===== config.mk =====
export PLATFORM = sky130hd
export DESIGN_NAME = sar_conv_ctrl
export DESIGN_NICKNAME = d
export VERILOG_FILES = /design/src/rtl/sar_pkg.sv /design/src/rtl/sar_seq.sv /design/src/rtl/sar_approx.sv /design/src/rtl/sar_regs.sv /design/src/rtl/sar_conv_ctrl.sv
export SDC_FILE = /design/constraint.sdc
export NUM_CORES = 1
export LEC_CHECK = 0
export ABC_AREA = 1
export BUFFER_PORTS_ARGS = -buffer_cell sky130_fd_sc_hd__buf_2
export CAP_MARGIN = 20
export CELL_PAD_IN_SITES_DETAIL_PLACEMENT = 1
export CELL_PAD_IN_SITES_GLOBAL_PLACEMENT = 2
export CORE_MARGIN = 4
export CORE_UTILIZATION = 26
export CTS_CLUSTER_SIZE = 8
export DETAILED_ROUTE_END_ITERATION = 16
export PLACE_DENSITY = 0.86
export SYNTH_ARGS = -nofsm -noshare
export SYNTH_HDL_FRONTEND = slang
export SYNTH_SLANG_ARGS = --single-unit

===== constraint.sdc =====
create_clock -name clk -period 2.25 [get_ports clk]
set_clock_uncertainty 0.2 [all_clocks]
set_input_delay 0.45 -clock clk [delete_from_list [all_inputs] [get_ports clk]]
set_output_delay 0.45 -clock clk [all_outputs]
set_load 0.05 [all_outputs]

===== src/rtl/sar_pkg.sv =====
// Shared constants for the conversion controller: default widths,
// register addresses and field positions within the control and status registers.
package sar_pkg;
    localparam int RES_W_D  = 10;   // converter resolution
    localparam int HI_W_D   = 8;    // bits held in the high result register
    localparam int CH_W_D   = 3;    // channel index width
    localparam int DATA_W_D = 8;    // register data width
    localparam int ADDR_W_D = 2;    // register address width

    localparam logic [1:0] ADR_CTRL = 2'd0;
    localparam logic [1:0] ADR_STAT = 2'd1;
    localparam logic [1:0] ADR_RHI  = 2'd2;
    localparam logic [1:0] ADR_RLO  = 2'd3;

    localparam int CTRL_GO_BIT = 0; // start / busy
    localparam int CTRL_CH_LSB = 1; // channel field lsb
    localparam int STAT_FLAG   = 0; // completion flag
    localparam int STAT_IEN    = 1; // interrupt enable
endpackage


===== src/rtl/sar_seq.sv =====
// Conversion sequencer. Runs a fixed schedule of RES_W+2 cycles after go:
// phase 0 hands off from sampling, phases 1..RES_W decide one bit each
// (MSB first), and the last phase commits. Assumes go arrives only when idle.
module sar_seq #(
    parameter int RES_W = 10,
    parameter int BIT_W = $clog2(RES_W),
    parameter int STEPS = RES_W + 2,
    parameter int PH_W  = $clog2(STEPS)
) (
    input  logic             clk,
    input  logic             rst_n,
    input  logic             go,
    output logic             busy,
    output logic             first,
    output logic             decide,
    output logic             last,
    output logic [BIT_W-1:0] bit_idx
);
    logic [PH_W-1:0] phase_q;
    logic            run_q;
    logic [PH_W-1:0] down_w;

    // Phase counter: starts on go, wraps to idle after the commit phase.
    always_ff @(posedge clk) begin
        if (!rst_n) begin
            run_q   <= 1'b0;
            phase_q <= '0;
        end else if (go) begin
            run_q   <= 1'b1;
            phase_q <= '0;
        end else if (run_q) begin
            if (phase_q == PH_W'(STEPS - 1)) begin
                run_q   <= 1'b0;
                phase_q <= '0;
            end else begin
                phase_q <= phase_q + 1'b1;
            end
        end
    end

    // Phase decode into step strobes and the bit under test.
    always_comb begin
        busy    = run_q;
        first   = run_q && (phase_q == '0);
        decide  = run_q && (phase_q != '0) && (phase_q <= PH_W'(RES_W));
        last    = run_q && (phase_q == PH_W'(STEPS - 1));
        down_w  = PH_W'(RES_W) - phase_q;
        bit_idx = down_w[BIT_W-1:0];
    end
endmodule


===== src/rtl/sar_approx.sv =====
// Successive-approximation register. Loads half scale on the handoff step,
// then on each decide step keeps or drops the bit under test according to the
// comparator and sets the next lower bit as the new trial. Holds otherwise.
module sar_approx #(
    parameter int RES_W = 10,
    parameter int BIT_W = $clog2(RES_W)
) (
    input  logic             clk,
    input  logic             rst_n,
    input  logic             first,
    input  logic             decide,
    input  logic [BIT_W-1:0] bit_idx,
    input  logic             cmp_in,
    output logic [RES_W-1:0] trial
);
    logic [RES_W-1:0] trial_q;
    logic [RES_W-1:0] trial_nx;

    // Next trial: settle the tested bit, raise the one below it.
    always_comb begin
        trial_nx = trial_q;
        for (int i = 0; i < RES_W; i++) begin
            if (i == int'(bit_idx))     trial_nx[i] = cmp_in;
            if (i + 1 == int'(bit_idx)) trial_nx[i] = 1'b1;
        end
    end

    // Trial register update.
    always_ff @(posedge clk) begin
        if (!rst_n)      trial_q <= '0;
        else if (first)  trial_q <= {1'b1, {(RES_W-1){1'b0}}};
        else if (decide) trial_q <= trial_nx;
    end

    assign trial = trial_q;
endmodule


===== src/rtl/sar_regs.sv =====
// Software-visible register state: channel, interrupt enable, sticky flag,
// and the committed result. Control writes are refused while busy.
// Assumes last is a single-cycle strobe carrying a settled trial code.
module sar_regs #(
    parameter int RES_W  = 10,
    parameter int CH_W   = 3,
    parameter int DATA_W = 8,
    parameter int ADDR_W = 2
) (
    input  logic              clk,
    input  logic              rst_n,
    input  logic              wr,
    input  logic [ADDR_W-1:0] addr,
    input  logic [DATA_W-1:0] wdata,
    input  logic              busy,
    input  logic              last,
    input  logic [RES_W-1:0]  trial,
    output logic              go,
    output logic [CH_W-1:0]   chan_q,
    output logic              ien_q,
    output logic              flag_q,
    output logic [RES_W-1:0]  result_q
);
    import sar_pkg::*;

    logic ctrl_wr;
    logic stat_wr;
    logic unused_wdata_bits;

    // Address decode; control writes only count while idle.
    always_comb begin
        ctrl_wr = wr && (addr == ADDR_W'(ADR_CTRL)) && !busy;
        stat_wr = wr && (addr == ADDR_W'(ADR_STAT));
        go      = ctrl_wr && wdata[CTRL_GO_BIT];
    end

    assign unused_wdata_bits = ^{wdata[DATA_W-1:CTRL_CH_LSB+CH_W]};

    // Channel field.
    always_ff @(posedge clk) begin
        if (!rst_n)       chan_q <= '0;
        else if (ctrl_wr) chan_q <= wdata[CTRL_CH_LSB +: CH_W];
    end

    // Interrupt enable.
    always_ff @(posedge clk) begin
        if (!rst_n)       ien_q <= 1'b0;
        else if (stat_wr) ien_q <= wdata[STAT_IEN];
    end

    // Sticky completion flag; completion wins over a same-cycle clear.
    always_ff @(posedge clk) begin
        if (!rst_n)                            flag_q <= 1'b0;
        else if (last)                         flag_q <= 1'b1;
        else if (stat_wr && !wdata[STAT_FLAG]) flag_q <= 1'b0;
    end

    // Result commit, all bits at once.
    always_ff @(posedge clk) begin
        if (!rst_n)    result_q <= '0;
        else if (last) result_q <= trial;
    end
endmodule


===== src/rtl/sar_conv_ctrl.sv =====
// Top level of the conversion controller. Ties the sequencer, the
// approximation register and the register set together and assembles the read
// views. Assumes cmp_in is a settled digital decision for the current dac_code.
module sar_conv_ctrl #(
    parameter int RES_W  = sar_pkg::RES_W_D,
    parameter int HI_W   = sar_pkg::HI_W_D,
    parameter int CH_W   = sar_pkg::CH_W_D,
    parameter int DATA_W = sar_pkg::DATA_W_D,
    parameter int ADDR_W = sar_pkg::ADDR_W_D
) (
    input  logic              clk,
    input  logic              rst_n,
    input  logic              cfg_wr,
    input  logic [ADDR_W-1:0] cfg_addr,
    input  logic [DATA_W-1:0] cfg_wdata,
    output logic [DATA_W-1:0] ctrl_rd,
    output logic [DATA_W-1:0] stat_rd,
    output logic [DATA_W-1:0] res_hi,
    output logic [DATA_W-1:0] res_lo,
    output logic              irq,
    input  logic              cmp_in,
    output logic [RES_W-1:0]  dac_code,
    output logic [CH_W-1:0]   mux_sel,
    output logic              hold_en
);
    import sar_pkg::*;

    localparam int LO_W  = RES_W - HI_W;
    localparam int BIT_W = $clog2(RES_W);

    logic             go, busy, first, decide, last;
    logic [BIT_W-1:0] bit_idx;
    logic [RES_W-1:0] trial;
    logic [CH_W-1:0]  chan_q;
    logic             ien_q, flag_q;
    logic [RES_W-1:0] result_q;

    sar_seq #(.RES_W(RES_W), .BIT_W(BIT_W)) u_seq (
        .clk(clk), .rst_n(rst_n), .go(go), .busy(busy), .first(first),
        .decide(decide), .last(last), .bit_idx(bit_idx)
    );

    sar_approx #(.RES_W(RES_W), .BIT_W(BIT_W)) u_approx (
        .clk(clk), .rst_n(rst_n), .first(first), .decide(decide),
        .bit_idx(bit_idx), .cmp_in(cmp_in), .trial(trial)
    );

    sar_regs #(.RES_W(RES_W), .CH_W(CH_W), .DATA_W(DATA_W), .ADDR_W(ADDR_W)) u_regs (
        .clk(clk), .rst_n(rst_n), .wr(cfg_wr), .addr(cfg_addr), .wdata(cfg_wdata),
        .busy(busy), .last(last), .trial(trial), .go(go), .chan_q(chan_q),
        .ien_q(ien_q), .flag_q(flag_q), .result_q(result_q)
    );

    // Read views: start bit mirrors the running sequencer.
    always_comb begin
        ctrl_rd = '0;
        ctrl_rd[CTRL_GO_BIT] = busy;
        ctrl_rd[CTRL_CH_LSB +: CH_W] = chan_q;
        stat_rd = '0;
        stat_rd[STAT_FLAG] = flag_q;
        stat_rd[STAT_IEN]  = ien_q;
        res_hi = '0;
        res_hi[HI_W-1:0] = result_q[RES_W-1 -: HI_W];
        res_lo = '0;
        res_lo[LO_W-1:0] = result_q[LO_W-1:0];
    end

    // Analog-side and interrupt outputs.
    always_comb begin
        irq      = flag_q && ien_q;
        dac_code = trial;
        mux_sel  = chan_q;
        hold_en  = busy;
    end
endmodule


==> results of run 1 <==
[area by class of cell]
| class | instances | area, um2 | share of cell area |
|---|---|---|---|
| multi-input combinational | 166 | 807 | 0.421 |
| sequential | 30 | 601 | 0.313 |
| timing repair buffer | 41 | 208 | 0.108 |
| inverter | 31 | 116 | 0.0607 |
| tap | 75 | 93.8 | 0.0490 |
| clock buffer | 7 | 86.3 | 0.0450 |
| clock inverter | 1 | 5.00 | 0.00261 |
[critical path, delay by kind of cell (launching register included)]
family        cells  cell delay (ns)
fa+ha+maj         1             0.41
flops             1             0.42
simple gates      7             0.70
buf+inv           2             0.10
[through the flow]
stage,utilization,hold WS [ns]
2_1_floorplan,-,0.263
3_3_place_gp,0.301,0.227
3_5_place_dp,0.301,0.233
4_1_cts,0.316,0.205
5_1_grt,0.316,0.245
6_report,0.316,0.209
[synth_stat cells (all sizes together)]
cell	number	share of area
a211oi	1	0.0045
a21oi	18	0.063
buf	28	0.12
conb	1	0.0022
dfxtp	30	0.36
ha	6	0.045
inv	31	0.070
nand2	44	0.10
nand3	12	0.036
nand3b	1	0.0045
nand4	3	0.011
nor2	41	0.092
nor3	3	0.012
o211ai	3	0.013
o21ai	16	0.048
o21bai	1	0.0045
xnor2	1	0.0097
[layer usage]
layer  up-vias  track usage  part of all wire
met5         -            0                 0
met2        31        0.183              0.47
li1        787            -                 -
met3         7       0.0273             0.054
met1       671        0.129              0.45
met4         0       0.0495             0.022
[layout by cell type (no fill, tap or decap)]
| cell type | synthesis | final |
|---|---|---|
| nand2_1 | 41 | 41 |
| buf_2 | 3 | 40 |
| a21oi_2 | 1 | 1 |
| a21oi_1 | 16 | 16 |
| clkinv_2 | 0 | 1 |
| clkbuf_8 | 0 | 6 |
| o21ai_0 | 16 | 16 |
| inv_2 | 2 | 2 |
| nor3_1 | 2 | 2 |
| nand4_1 | 3 | 3 |
| conb_1 | 1 | 16 |
| a211oi_1 | 1 | 1 |
| ha_1 | 6 | 6 |
| buf_4 | 23 | 1 |
| o21bai_1 | 1 | 1 |
| nor3_2 | 1 | 1 |
| xnor2_2 | 1 | 1 |
| nand3_1 | 12 | 12 |
| dfxtp_1 | 30 | 30 |
| clkbuf_1 | 0 | 1 |
| a21oi_4 | 1 | 1 |
| o211ai_1 | 3 | 3 |
| nor2_1 | 41 | 41 |
| nand3b_1 | 1 | 1 |
| inv_1 | 29 | 29 |
| nand2_2 | 3 | 3 |
[cell families (layout without fill, tap and decap cells)]
group                    Yosys count  in the layout  synth area share
AND/OR/NAND/NOR                  104            104             0.259
adder cells (fa/ha/maj)            6              6            0.0449
AO/OA/AOI/OAI                     39             39             0.133
other                              1             16           0.00225
XOR/XNOR                           1              1           0.00974
buffers and inverters             59             80             0.191
flip-flops                        30             30             0.360
[registers in the layout (all words and copies together), names as in the netlist]
name / count
u_approx.trial: 10
u_regs.flag_q: 1
u_seq.phase_q: 4
u_regs.ien_q: 1
u_regs.result_q: 10
u_regs.chan_q: 3
u_seq.busy: 1
[worst max-delay path by stage]
| stage | start | endpoint |
|---|---|---|
| after global placement | u_seq.phase_q[1]$_SDFFE_PP0P_ | u_approx.trial[9]$_SDFFE_PN0P_ |
| after global routing | u_seq.phase_q[1]$_SDFFE_PP0P_ | u_approx.trial[3]$_SDFFE_PP0P_ |
| after floorplan | u_seq.busy$_SDFF_PN0_ | u_approx.trial[6]$_SDFFE_PP0P_ |
| final | u_seq.phase_q[0]$_SDFFE_PP0P_ | u_approx.trial[9]$_SDFFE_PN0P_ |
| after CTS | u_seq.phase_q[1]$_SDFFE_PP0P_ | u_approx.trial[9]$_SDFFE_PN0P_ |
| after detailed placement | u_seq.phase_q[1]$_SDFFE_PP0P_ | u_approx.trial[9]$_SDFFE_PN0P_ |
[report_power, final]
part,internal (W),switching [W]
Clock,0.000246,0.000201
Combinational,0.0000303,0.000138
Sequential,0.000538,0.00000788
Total,0.000815,0.000347
==> key figures, run 1 <==
Status
  – Status: finished clean

Final layout
  – Final Instance Area: 1920 um2
  – Filler cells: 791
  – Final std cells w/o fill: 351
  – # nets final: 295
  – Layout cells sized above 1: 0.207
  – Antenna cells: 0
  – Area grow syn2layout: 14.8%

CTS
  – Gates resized, CTS repair: 0
  – Post-CTS Hold Fix Bufs: 0
  – Worst-skew pair later-pin latency: 0.28 ns
  – Clock root buffer: clkbuf_8
  – Clock edge transition at the registers on the reported setup and hold paths: 0.06 ns
  – CTS sink cnt: 30
  – CTS tree: done
  – Post-CTS setup buffers: 0
  – CTS Buf Count: 5
  – H-tree depth: 2
  – CTS max path bufs: 2

Worst hold path
  – Min-Delay Endpoint: u_regs.ien_q$_SDFFE_PN0P_
  – HP Class: in -> reg
  – Hold_sp: cfg_wdata[1]
  – Worst Hold Depth: 3

Logic synthesis
  – Number of synthesized register bits: 30
  – Syn. warnings: 0
  – Post-synthesis area per instance: 6.96 um2
  – Cell Area, Synth: 1670 um2
  – Register area share after synthesis: 0.360
  – Post-synthesis instance total: 240
  – Netlist cell types: 25

Power and ir drop
  – Peak VDD IR: 0.344 mV
  – Pwr dens: 606 nW/um2
  – Tot Pwr: 0.00116 W
  – Leakage power: 0.937 nW

Worst setup path
  – Reg2reg path depth: 10
  – Max incr delay on CP: 0.42 ns
  – Critical Path RT: 2.23 ns
  – Crit path top cell by count: nand2_1
  – Max Fanout on Critical Path: 8
  – Critical Path End Type: register
  – CP cell instances: ha_1, nand2_1, nand2_1, nand2_1, nand2_2, inv_2, nand3_1, nand3_1, nand2_1, inv_1
  – WS Path Type: reg -> reg
  – Reg-to-reg endpoint: u_approx.trial[9]$_SDFFE_PN0P_
  – R2R Setup Slk: 0.31 ns
  – R2R Path Start: u_seq.phase_q[0]$_SDFFE_PP0P_
  – Startpoint types: register
  – Critical-path top delay cell: dfxtp_1
  – Crit path DAT: 1.92 ns

Detailed routing
  – DRC viols: 0
  – WL per Instance: 11.1 um
  – Drt first-iter violations: 60
  – Routed WL: 3880 um
  – Vias: 1496
  – Vias per Instance: 4.26
  – DRT antenna net count: 0
  – Drt pass-1 iters: 4

Floorplanning
  – Initial core utilization: 0.276
  – Die area: 7770 um2
  – CORE AREA: 6060 um2
  – Die extent in x: 88.2 um
  – FP Rows: 28
  – Die height: 88.2 um
  – I/O pin total: 61

Global route
  – Initial antenna violation count: 0
  – Gr ovfl total: 0
  – Vias in the first global route: 1479
  – Largest net degree at the start of global routing: 21
  – Global-route wire length before repair: 6700 um
  – Overall Global Routing Usage: 0.108

STA
  – RSZ-0062 raised after global routing: no
  – Max Transition Viols Final: 0
  – Slack of the critical path: 0.315 ns
  – Final Critical Period: 1.94 ns
  – Peak Freq: 517 MHz
  – Final hold vios: 0
  – Final Setup Violations: 0
  – Crit share post-route: 0.860
  – Setup TNS after final layout: 0 ns

Place
  – Worst slack, placed: 0.331 ns
  – Placement Cell Area: 1830 um2
  – GP Congestion: 0.814
  – Inst Count DP: 343
  – Number of port buffers: 40
  – Hpwl dp: 3060 um

Job
  – Max-cap violation count: 0
Note: power is estimated with default switching activity, not from simulation.
==> run 2, diff against run 1 <==
ABC_AREA = default   (was 1)
CORE_UTILIZATION = 28   (was 26)
PLACE_DENSITY = 0.84   (was 0.86)
SYNTH_HIERARCHICAL = 1   (was default)
==> key figures, run 2 <==
Floorplanning
  – Die area: 7280 um2
  – Initial core utilization: 0.297
  – FP Rows: 27
  – I/O pin total: 61
  – Die height: 85.4 um
  – CORE AREA: 5640 um2
  – Die extent in x: 85.4 um

Worst hold path
  – Worst Hold Depth: 2
  – Hold_sp: cfg_wdata[0]
  – HP Class: in -> reg
  – Min-Delay Endpoint: u_regs/flag_q$_SDFFE_PN0P_

Power and ir drop
  – Pwr dens: 563 nW/um2
  – Switching Fraction: 0.290
  – Leakage power: 0.817 nW
  – Combinational power share: 0.137
  – Int Power: 0.000773 W
  – Clock share of power: 0.366
  – NetSw: 0.000315 W
  – Reg power frac: 0.498
  – Peak VDD IR: 0.260 mV
  – Tot Pwr: 0.00109 W

Worst setup path
  – Crit path DAT: 2.06 ns
  – Startpoint types: register
  – R2R Setup Slk: 0.17 ns
  – Max incr delay on CP: 0.38 ns
  – Critical Path End Type: register
  – Reg2reg path depth: 7
  – Critical Path RT: 2.23 ns
  – WS Path Type: reg -> reg
  – Worst Path Buf+Inv: 1
  – R2R Path Start: u_seq/phase_q[0]$_SDFFE_PP0P_
  – Max Fanout on Critical Path: 8
  – Critical-path top delay cell: dfxtp_2
  – Critical path's top delay family: simple AND/OR/NAND/NOR gates
  – CP cell instances: inv_1, ha_1, nand2b_1, and3_2, o21a_2, and3b_2, a311oi_1
  – Reg-to-reg endpoint: u_approx/trial[6]$_SDFFE_PP0P_

STA
  – RSZ-0062 raised after global routing: no
  – Final hold vios: 0
  – Max Transition Viols Final: 0
  – Final Critical Period: 2.08 ns
  – Slack of the critical path: 0.173 ns
  – Setup TNS after final layout: 0 ns
  – Peak Freq: 481 MHz
  – Final Setup Violations: 0
  – Crit share post-route: 0.923

Logic synthesis
  – EDFF count, synth: 0
  – Asr flop ratio synth: 0
  – Netlist cell types: 42
  – Post-synthesis area per instance: 9.21 um2
  – Synth area leaders: dfxtp_1, buf_4, mux2i_1, nor2b_1, a21oi_1
  – Cell Area, Synth: 1680 um2
  – Top cells by count, synth: dfxtp_1, buf_4, mux2i_1
  – Register area share after synthesis: 0.358
  – Synth top area share: 0.358
  – Post-synthesis instance total: 182
  – Number of synthesized register bits: 30
  – Syn. warnings: 6
  – Count leader, synth: dfxtp_1
  – Top_reg_cell synth: dfxtp_1
  – Synth area leader: dfxtp_1

Final layout
  – Layout cells sized above 1: 0.295
  – Area grow syn2layout: 15.3%
  – # nets final: 237
  – Antenna cells: 0
  – Commonest non-fill, non-tap cell in the layout: buf_2
  – Most frequent cells in the layout: buf_2, dfxtp_1, conb_1, mux2i_1

Detailed routing
  – Drt pass-1 iters: 4
  – WL per Instance: 13.1 um
  – Vias per Instance: 4.59
  – DRT antenna net count: 0
  – Routed WL: 3820 um
  – DRC viols: 0
  – Vias: 1340
  – Drt first-iter violations: 48

CTS
  – Worst-skew pair later-pin latency: 0.27 ns
  – Clock root buffer: clkbuf_8
  – CTS Buf Count: 5
  – H-tree depth: 2
  – Clock edge transition at the registers on the reported setup and hold paths: 0.06 ns
  – CTS max path bufs: 2
  – CTS tree: done
  – CTS sink cnt: 30
  – Post-CTS Hold Fix Bufs: 0

Place
  – Hpwl dp: 2900 um
  – Number of port buffers: 40
  – Worst slack, placed: 0.0752 ns
  – GP Congestion: 0.694

Global route
  – Global-route wire length before repair: 6480 um
  – Largest net degree at the start of global routing: 24
  – Vias in the first global route: 1340
  – Initial antenna violation count: 0
  – Gr ovfl total: 0
  – Overall Global Routing Usage: 0.109

Status
  – Status: finished clean

Job
  – Max-cap violation count: 0
[run 2: layer usage]
layer / vias to the layer above / routed length [um] / share of wire / track usage
met3: 6 / 238 / 0.062 / 0.0194
met1: 626 / 1840 / 0.48 / 0.145
li1: 664 / - / - / -
met2: 44 / 1680 / 0.44 / 0.170
met5: - / 0 / 0 / 0
met4: 0 / 63 / 0.017 / 0.0475
[run 2: cell families (layout without fill, tap and decap cells)]
logic type / Yosys count / in the layout / share of synthesized area
and+or+nand+nor: 57 / 57 / 0.226
adders and majority gates: 3 / 3 / 0.0224
AOI/OAI and AO/OA: 34 / 34 / 0.128
buffers and inverters: 39 / 62 / 0.157
other: 1 / 16 / 0.00224
muxes: 16 / 16 / 0.0956
DFF: 30 / 30 / 0.358
xor gates and xnor gates: 2 / 2 / 0.0105
[run 2: cell type report]
type | instances | area (um2)
Multi-Input combinational cell | 128 | 870
Clock inverter | 2 | 10.0
Tap cell | 72 | 90.1
Clock buffer | 5 | 68.8
Timing Repair Buffer | 49 | 268
Inverter | 6 | 22.5
Fill cell | 684 | 3710
Sequential cell | 30 | 603
[run 2: worst max-delay path by stage]
stage                                        startpoint                             end  slack, ns  cells after the start
after floorplan                   u_seq/busy$_SDFF_PN0_  u_approx/trial[7]$_SDFFE_PP0P_       0.06                      6
after global placement    u_seq/phase_q[0]$_SDFFE_PP0P_  u_approx/trial[3]$_SDFFE_PP0P_       0.11                      7
after detailed placement  u_seq/phase_q[0]$_SDFFE_PP0P_  u_approx/trial[0]$_SDFFE_PP0P_       0.08                      7
after CTS                 u_seq/phase_q[0]$_SDFFE_PP0P_  u_approx/trial[0]$_SDFFE_PP0P_       0.04                      7
after global routing      u_seq/phase_q[0]$_SDFFE_PP0P_  u_approx/trial[2]$_SDFFE_PP0P_       0.01                      7
final                     u_seq/phase_q[0]$_SDFFE_PP0P_  u_approx/trial[6]$_SDFFE_PP0P_       0.17                      7
[run 2: power by group through the flow]
stage	logic, W	registers [W]	clock network, W
2_1_floorplan	0.000135	0.000563	0
3_3_place_gp	0.000147	0.000553	0
3_5_place_dp	0.000148	0.000553	0
4_1_cts	0.000148	0.000541	0.000414
5_1_grt	0.000159	0.000542	0.000436
6_report	0.000149	0.000541	0.000398
[run 2: stage by stage]
stage	cells	hold slack, ns	instance area (um2)	util
final	292	0.217	1930	0.342
after global routing	292	0.227	1930	0.342
after CTS	292	0.213	1930	0.342
after detailed placement	285	0.262	1850	0.328
after global placement	285	0.252	1850	0.328
after floorplan	197	0.247	1730	-
[run 2: timing repair]
item,4_1_cts,5_1_grt
endpoints found under the setup margin,0,8
gates resized for setup,0,3
setup buffers,0,0
[run 2: worst reg2reg max path, cell delays in order, from the launching register on]
cell	delay (ns)
dfxtp_2	0.38
inv_1	0.10
ha_1	0.19
nand2b_1	0.13
and3_2	0.20
o21a_2	0.24
and3b_2	0.26
a311oi_1	0.28
==> run 3, diff against run 2 <==
BUFFER_PORTS_ARGS = -buffer_cell sky130_fd_sc_hd__clkbuf_2   (was -buffer_cell sky130_fd_sc_hd__buf_2)
==> key figures, run 3 (synthesis gave the netlist of run 2 again) <==
Global route
  – Vias in the first global route: 1338
  – Initial antenna violation count: 0
  – Global-route wire length before repair: 6470 um
  – Gr ovfl total: 0
  – Overall Global Routing Usage: 0.107
  – Largest net degree at the start of global routing: 17

Floorplanning
  – Die extent in x: 85.4 um
  – Initial core utilization: 0.297
  – Die area: 7280 um2
  – CORE AREA: 5640 um2
  – I/O pin total: 61
  – FP Rows: 27
  – Die height: 85.4 um

Worst setup path
  – Critical Path End Type: register
  – Reg-to-reg endpoint: u_approx/trial[4]$_SDFFE_PP0P_
  – Crit path launch: u_seq/phase_q[0]$_SDFFE_PP0P_
  – Critical Path RT: 2.20 ns
  – Startpoint types: register
  – Reg2reg path depth: 8
  – R2R Path Start: u_seq/phase_q[0]$_SDFFE_PP0P_
  – R2R Setup Slk: 0.19 ns
  – WS Path Type: reg -> reg
  – Max Fanout on Critical Path: 8
  – Crit path DAT: 2.01 ns

Power and ir drop
  – Switching Fraction: 0.274
  – Pwr dens: 572 nW/um2
  – NetSw: 0.000307 W
  – Reg power frac: 0.483
  – Combinational power share: 0.133
  – Tot Pwr: 0.00112 W
  – Peak VDD IR: 0.206 mV
  – Int Power: 0.000814 W
  – Clock share of power: 0.384
  – Leakage power: 0.806 nW

STA
  – RSZ-0062 raised after global routing: no
  – Setup TNS after final layout: 0 ns
  – Max Transition Viols Final: 0
  – Final Setup Violations: 0
  – Peak Freq: 485 MHz
  – Crit share post-route: 0.916
  – Final Critical Period: 2.06 ns
  – Final hold vios: 0

Detailed routing
  – Vias: 1353
  – Drt pass-1 iters: 2
  – Vias per Instance: 4.59
  – WL per Instance: 12.7 um
  – Drt first-iter violations: 87
  – DRC viols: 0
  – DRT antenna net count: 0
  – Routed WL: 3750 um

Worst hold path
  – Worst Hold Depth: 3
  – Min-Delay Endpoint: u_regs/chan_q[1]$_SDFFE_PN0P_
  – HP Class: in -> reg
  – Hold_sp: cfg_wdata[2]

Place
  – GP Congestion: 0.729
  – Hpwl dp: 3020 um
  – Number of port buffers: 40

CTS
  – CTS tree: done
  – CTS Buf Count: 5
  – Post-CTS setup buffers: 0
  – Clock edge transition at the registers on the reported setup and hold paths: 0.06 ns
  – H-tree depth: 2
  – CTS max path bufs: 2
  – Clock root buffer: clkbuf_8
  – Worst-skew pair later-pin latency: 0.27 ns
  – CTS sink cnt: 30

Final layout
  – Most frequent cells in the layout: clkbuf_2, dfxtp_1, conb_1, mux2i_1
  – Antenna cells: 0
  – Area grow syn2layout: 17.0%
  – # nets final: 239
  – Layout cells sized above 1: 0.300
  – Commonest non-fill, non-tap cell in the layout: clkbuf_2
  – Post-layout util: 0.347

Job
  – Max-cap violation count: 0

Status
  – Status: finished clean
## run 3: worst max-delay path by stage
stage | slack (ns) | end | cells past startpoint
floorplan | 0.06 | u_approx/trial[7]$_SDFFE_PP0P_ | 6
global placement | 0.11 | u_approx/trial[3]$_SDFFE_PP0P_ | 7
detailed placement | 0.04 | u_approx/trial[0]$_SDFFE_PP0P_ | 7
CTS | 0.08 | u_approx/trial[4]$_SDFFE_PP0P_ | 8
global route | 0.03 | u_approx/trial[0]$_SDFFE_PP0P_ | 7
finish | 0.19 | u_approx/trial[4]$_SDFFE_PP0P_ | 8
## run 3: area by class of cell
cell class,count,area (um2)
multi-input combinational,128,870
clock buffer,7,86.3
tap,72,90.1
sequential,30,603
clock inverter,1,5.00
inverter,6,22.5
fill,679,3680
timing repair buffer,51,283
## run 3: metrics by stage
stage / std cells / setup slack [ns] / hold WS (ns) / area, um2
finish: 295 / 0.189 / 0.205 / 1960
global route: 295 / 0.0266 / 0.219 / 1960
CTS: 295 / 0.0814 / 0.200 / 1960
detailed placement: 287 / 0.0405 / 0.277 / 1860
global placement: 287 / 0.113 / 0.257 / 1860
floorplan: 197 / 0.0635 / 0.247 / 1730
## run 3: metal layers
metal	global-route usage	share of wire	up-vias
met5	0	0	-
met4	0.0432	0.015	0
met3	0.0165	0.052	4
met2	0.177	0.46	38
met1	0.139	0.47	635
li1	-	-	676
## run 3: what timing repair did
| action | 4_1_cts | 5_1_grt |
|---|---|---|
| gates resized for setup | 1 | 2 |
| hold buffers | 0 | 0 |
| pin swaps | 0 | 0 |
| setup endpoints to repair | 1 | 5 |
## run 3: power groups by stage
stage | clock [W] | sequential, W | combinational [W]
3_3_place_gp | 0 | 0.000553 | 0.000149
6_report | 0.000430 | 0.000541 | 0.000150
2_1_floorplan | 0 | 0.000563 | 0.000135
5_1_grt | 0.000473 | 0.000542 | 0.000160
3_5_place_dp | 0 | 0.000553 | 0.000149
4_1_cts | 0.000450 | 0.000541 | 0.000150
## run 3: critical path: stages, from the launching register on
cell	delay, ns
dfxtp_2	0.38
inv_1	0.09
ha_1	0.19
nand2b_1	0.13
and3_2	0.21
o21a_2	0.25
and3b_2	0.27
a21oi_1	0.16
a311oi_1	0.06
